===== src/rtl/fefi_pkg.sv =====
package fefi_pkg;
  typedef enum logic {TX_PASS = 1'b0, TX_FAULT = 1'b1} tx_mode_t;
  localparam int unsigned DEF_RUN_LEN = 84;
  localparam int unsigned DEF_HITS    = 3;
endpackage


===== src/rtl/fefi_rx_detect.sv =====
module fefi_rx_detect #(
  parameter int unsigned RUN_LEN = 84,
  parameter int unsigned HITS    = 3
) (
  input  logic clk,
  input  logic rst,
  input  logic fiber_en,
  input  logic bit_en,
  input  logic rx_bit,
  output logic hit
);
  localparam int unsigned RW = $clog2(RUN_LEN + 2);
  localparam int unsigned CW = $clog2(HITS + 1);
  localparam logic [RW-1:0] RUN_SAT = RW'(RUN_LEN + 1);
  localparam logic [RW-1:0] RUN_HIT = RW'(RUN_LEN);
  localparam logic [CW-1:0] LAST    = CW'(HITS - 1);

  logic [RW-1:0] run;
  logic [CW-1:0] seen;

  always_ff @(posedge clk) begin
    if (rst || !fiber_en) begin
      run  <= '0;
      seen <= '0;
      hit  <= 1'b0;
    end else begin
      hit <= 1'b0;
      if (bit_en) begin
        if (rx_bit) begin
          if (run != RUN_SAT) run <= run + 1'b1;
        end else begin
          run <= '0;
          if (run == RUN_HIT) begin
            if (seen == LAST) begin
              hit  <= 1'b1;
              seen <= '0;
            end else begin
              seen <= seen + 1'b1;
            end
          end else begin
            seen <= '0;
          end
        end
      end
    end
  end

  // a detection is always caused by an accepted zero bit
  p_hit_on_zero_r1: assert property (@(posedge clk) disable iff (rst)
    hit |-> $past(bit_en && !rx_bit && fiber_en));
  // the occurrence counter never runs past its threshold
  p_seen_bound_r2: assert property (@(posedge clk) disable iff (rst)
    seen <= LAST);
endmodule


===== src/rtl/fefi_status.sv =====
module fefi_status (
  input  logic clk,
  input  logic rst,
  input  logic fiber_en,
  input  logic hit,
  input  logic rd,
  output logic fault
);
  always_ff @(posedge clk) begin
    if (rst || !fiber_en) fault <= 1'b0;
    else if (hit)         fault <= 1'b1;
    else if (rd)          fault <= 1'b0;
  end

  p_set_cause_r2: assert property (@(posedge clk) disable iff (rst)
    $rose(fault) |-> $past(hit));
  p_read_clears_r4: assert property (@(posedge clk) disable iff (rst)
    $past(rd && !hit) |-> !fault);
  p_copper_off_r5: assert property (@(posedge clk) disable iff (rst)
    $past(!fiber_en) |-> !fault);
endmodule


===== src/rtl/fefi_tx_gen.sv =====
module fefi_tx_gen
  import fefi_pkg::*;
#(
  parameter int unsigned RUN_LEN = 84
) (
  input  logic clk,
  input  logic rst,
  input  logic fiber_en,
  input  logic link_ok,
  input  logic bit_en,
  input  logic bit_in,
  output logic bit_out
);
  localparam int unsigned PW = $clog2(RUN_LEN + 1);
  localparam logic [PW-1:0] ZERO_POS = PW'(RUN_LEN);

  tx_mode_t      mode;
  logic [PW-1:0] pos;

  always_ff @(posedge clk) begin
    if (rst) begin
      mode    <= TX_PASS;
      pos     <= '0;
      bit_out <= 1'b0;
    end else if (bit_en) begin
      if (!fiber_en) begin
        mode    <= TX_PASS;
        pos     <= '0;
        bit_out <= bit_in;
      end else if (mode == TX_PASS) begin
        if (!link_ok) begin
          mode    <= TX_FAULT;
          pos     <= PW'(1);
          bit_out <= 1'b1;
        end else begin
          bit_out <= bit_in;
        end
      end else if (pos == ZERO_POS) begin
        bit_out <= 1'b0;
        pos     <= '0;
        if (link_ok) mode <= TX_PASS;
      end else begin
        bit_out <= 1'b1;
        pos     <= pos + 1'b1;
      end
    end
  end

  p_hold_r8: assert property (@(posedge clk) disable iff (rst)
    $past(!bit_en) |-> $stable(bit_out));
  p_copper_pass_r5: assert property (@(posedge clk) disable iff (rst)
    $past(bit_en && !fiber_en) |-> bit_out == $past(bit_in));
  p_zero_at_end_r6: assert property (@(posedge clk) disable iff (rst)
    $past(bit_en && fiber_en && mode == TX_FAULT && pos != ZERO_POS) |-> bit_out);
endmodule


===== src/rtl/fefi_port.sv =====
module fefi_port
  import fefi_pkg::*;
#(
  parameter int unsigned RUN_LEN = DEF_RUN_LEN,
  parameter int unsigned HITS    = DEF_HITS
) (
  input  logic clk,
  input  logic rst,
  input  logic fiber_en,
  input  logic rx_bit_en,
  input  logic rx_bit,
  input  logic link_ok,
  input  logic stat_rd,
  input  logic tx_bit_en,
  input  logic tx_bit_in,
  output logic tx_bit_out,
  output logic remote_fault
);
  logic hit;

  fefi_rx_detect #(.RUN_LEN(RUN_LEN), .HITS(HITS)) u_rx (
    .clk(clk), .rst(rst), .fiber_en(fiber_en),
    .bit_en(rx_bit_en), .rx_bit(rx_bit), .hit(hit)
  );

  fefi_status u_stat (
    .clk(clk), .rst(rst), .fiber_en(fiber_en),
    .hit(hit), .rd(stat_rd), .fault(remote_fault)
  );

  fefi_tx_gen #(.RUN_LEN(RUN_LEN)) u_tx (
    .clk(clk), .rst(rst), .fiber_en(fiber_en), .link_ok(link_ok),
    .bit_en(tx_bit_en), .bit_in(tx_bit_in), .bit_out(tx_bit_out)
  );
endmodule


===== config.mk =====
export PLATFORM = sky130hd
export DESIGN_NAME = fefi_port
export DESIGN_NICKNAME = d
export VERILOG_FILES = /design/src/rtl/fefi_pkg.sv /design/src/rtl/fefi_rx_detect.sv /design/src/rtl/fefi_status.sv /design/src/rtl/fefi_tx_gen.sv /design/src/rtl/fefi_port.sv
export SDC_FILE = /design/constraint.sdc
export NUM_CORES = 1
export LEC_CHECK = 0
export BUFFER_PORTS_ARGS = -buffer_cell sky130_fd_sc_hd__buf_2
export CORE_MARGIN = 2
export CORE_UTILIZATION = 55
export CTS_BUF_LIST = sky130_fd_sc_hd__clkbuf_8 sky130_fd_sc_hd__clkbuf_16
export CTS_CLUSTER_DIAMETER = 100
export CTS_CLUSTER_SIZE = 8
export DETAILED_ROUTE_END_ITERATION = 10
export PLACE_DENSITY = 0.75
export SLEW_MARGIN = 20
export SYNTH_ARGS = -nofsm -noshare
export SYNTH_HDL_FRONTEND = slang
export SYNTH_HIERARCHICAL = 1
export SYNTH_SLANG_ARGS = --single-unit

===== constraint.sdc =====
create_clock -name clk -period 1.9 [get_ports clk]
set_input_delay 0.38 -clock clk [delete_from_list [all_inputs] [get_ports clk]]
set_output_delay 0.38 -clock clk [all_outputs]
set_load 0.02 [all_outputs]

==> metrics.md <==
| Metric | Value |
|---|---|
| Register area | `400 um2` |
| CTS hold repair buffers | `0` |
| CTS Buffer Depth | `2` |
| # DRC | `0` |
| Type of the worst setup path | `reg2reg` |
| Worst-path cell chain | `ha_1 > nand4_1 > or4_1 > o211ai_1` |
| Share of cells above drive strength 1 | `about an eighth` |
| Multi-input logic area | `659 um2` |
| Clk sink count | `20` |
| CP Capture Type | `flip-flop` |
| Core Rows | `16` |
| Proportion of synthesized area in mux cells | `0.888%` |
| Share of the synthesized area in the top cell type | `a little over a third` |
| Final hold vios | `0` |
| TritonCTS Buffers | `3` |
| DRT antenna net count | `0` |
| Setup TNS | `0 ps` |
| Post-layout utilization of the core | `64.9%` |
| Synth Area in Adders | `around 5.5%` |
| Nets | `160` |
| Htree depth | `1` |
| Routed via count | `about 1100` |
| CTS tree | `done` |
| First-pass GRT wire length | `approximately 4000 um` |
| Leak Pwr | `0.000446 uW` |
| Min Tclk post-route | `roughly 1500 ps` |
| RSZ-0062 raised after global routing | `false` |
| Maxcap violations | `0` |
| CP peak stage delay | `500 ps` |
| Dpl hpwl | `between 1500 and 2000 um` |
| Post-route clock period utilization | `about 80%` |
| Setup slack, reg-to-reg | `380 ps` |
| DR iter-0 viols | `36` |
| Clock root buffer | `clkbuf_8` |
| Critical path's slowest cell | `or4_1` |
| Skew-Pair Late Insertion Delay | `between 200 and 300 ps` |
| Worst Path Arrival | `1700 ps` |
| WP data required | `2090 ps` |
| XOR/XNOR share of the synthesized area | `0%` |
| Critical Path Source | `u_rx/run[0]$_SDFFE_PP0P_` |
| Synth unique cells | `46` |
| Pint | `between 700 and 800 uW` |
| Seq pwr share | `a little under half` |
| Die W | `between 40 and 50 um` |
| Outcome | `finished, final reports clean` |
| Slew Limit Headroom | `a little over two thirds` |
| WL/cell | `13.9 um` |
| Num ports | `11` |
| Register bit count reported by yosys | `20` |
| Via density | `~6.2` |
| Ys async rst share | `0%` |
| Mapped cell area | `~0.0011 mm2` |
| Clock Power Share | `a little under half` |
| Gr usage total | `21.4%` |
| Min-delay src | `rst` |
| Fmax | `roughly 0.66 GHz` |
| Die Height | `a little under 50 um` |
| Clock-pin slew on the worst setup and hold paths | `~80 ps` |
| Tot Pwr | `924 uW` |
| Grt ovf | `0` |
| Initial antenna violation count | `0` |
| Most frequent cell after synthesis | `dfxtp_1` |
| Worst-margin pin slew | `about 450 ps` |
| Top cells by area, synth | `dfxtp_1 36%, nand2_1 6.0%, ha_1 5.5%` |
| Post-Route WL | `between 2000 and 2500 um` |
| Ys flop type | `dfxtp_1` |
| Average cell area after synthesis | `8.41 um2` |
| RR Startpoint | `u_rx/run[0]$_SDFFE_PP0P_` |
| Final slew viol count | `0` |
| Mapped Nets | `between 100 and 150` |
| Synth warn | `6` |
| Initial Util | `58.1%` |
| Crit Path Max Fanout | `6` |
| Worst Setup Start Kind | `flip-flop` |
| Core Area | `0.00194 mm2` |
| Psw | `between 150 and 200 uW` |
| Main combinational cell family by area after synthesis | `simple AND/OR/NAND/NOR gates` |
| Fill cells | `approximately 190` |
| Area grow syn2layout | `11.8%` |
| Placer congestion estimate | `~0.91` |
| Cell taking the most area after synthesis | `dfxtp_1` |
| Switching Share | `21.1%` |
| 1st-pass router iterations | `4` |
| DIE AREA | `about 0.0024 mm2` |
| Port bufs | `10` |
| Post-CTS sizing | `0` |
| Synth cell count leaders | `20 x dfxtp_1, 18 x nand2_1, 10 x inv_1, 10 x nand3_1` |
| Final setup fails | `0` |
| # diodes | `0` |
| CP bufs+invs | `0` |
| Synth Instances | `134` |
| Skew final | `between 3 and 4 ps` |
| Pwr dens | `roughly 730 mW/mm2` |
| Postcts setup bufs | `0` |
| Largest net degree at the start of global routing | `15` |
| EDFF count, synth | `0` |
| Peak supply drop | `about 0.43 mV` |
| Worst path top cell family by delay | `simple AND/OR/NAND/NOR gates` |
| Combinational share of power | `roughly 7.3%` |
| Number of global-route vias before repair | `around 920` |
| Post-synthesis sequential area ratio | `a little over a third` |
| Compound-Gate Fraction of Synth Area | `between 20% and 30%` |
| Post-synthesis simple-gate area fraction | `a little under a third` |
| HP Class | `in2reg` |
## cells in the final DEF (no fill, tap or decap), drive strengths merged, types with 2 or more instances in the layout
master | Yosys | final
a31oi | 6 | 6
nor2 | 4 | 4
or4 | 3 | 3
nand2 | 18 | 18
o32ai | 2 | 2
o31ai | 2 | 2
nand3 | 11 | 11
clkbuf | 0 | 3
ha | 5 | 5
a21boi | 2 | 2
inv | 10 | 10
and3b | 2 | 2
nand2b | 4 | 4
nand4 | 4 | 4
nor2b | 3 | 3
buf | 4 | 11
dfxtp | 20 | 20
o21ai | 3 | 3
a21oi | 7 | 7
o211ai | 3 | 3
## final timing paths
kind / to / depth (start not counted)
hold / removal: u_tx/pos[1]$_SDFFE_PP0P_ / 2
setup / recovery: u_rx/run[6]$_SDFFE_PP0P_ / 4
setup reg to reg: u_rx/run[6]$_SDFFE_PP0P_ / 4
hold reg to reg: u_tx/bit_out$_SDFFE_PP0P_ / 2
## metrics by stage
stage / cells / setup slack (ps) / instance area (um2) / hold WS, ps
5_1_grt: 172 / 286 / 1260 / 462
3_3_place_gp: 168 / 428 / 1190 / 471
3_5_place_dp: 168 / 393 / 1190 / 471
4_1_cts: 172 / 386 / 1260 / 439
2_1_floorplan: 134 / 547 / 1130 / 445
6_report: 172 / 385 / 1260 / 446
## routing by layer
layer,track usage [%],share of wire (%),vias up
met5,0,0,-
met4,10.0,1.1,0
met3,3.68,4.7,4
met2,37.8,52,29
met1,24.7,43,514
li1,-,-,520
## power groups by stage
stage	Combinational, uW	Clock [uW]	Sequential (uW)
after floorplan	44.2	0	438
after global placement	64.9	0	437
after detailed placement	66.3	0	438
after CTS	67.1	436	428
after global routing	74.9	455	428
final	67.6	429	427
## logic make-up (layout without fill, tap and decap cells)
kind of cell / count (synthesis) / count (layout)
AOI/OAI and AO/OA: 35 / 35
DFF: 20 / 20
adders and majority gates: 5 / 5
muxes: 1 / 1
and+or+nand+nor: 59 / 59
buffers and inverters: 14 / 25
## registers in the layout, indices dropped and copies added (netlist names)
register,cells
u_stat/fault,1
u_rx/hit,1
u_tx/mode,1
u_tx/pos,7
u_rx/seen,2
u_rx/run,7
u_tx/bit_out,1
## cell type report
| cell class | count | share of cell area (%) |
|---|---|---|
| Sequential cell | 20 | 31.8 |
| Clock inverter | 1 | 2.38 |
| Tap cell | 27 | 2.68 |
| Multi-Input combinational cell | 100 | 52.3 |
| Inverter | 10 | 2.98 |
| Clock buffer | 3 | 3.28 |
| Timing Repair Buffer | 11 | 4.57 |
Power figures use the tool's default switching activity.
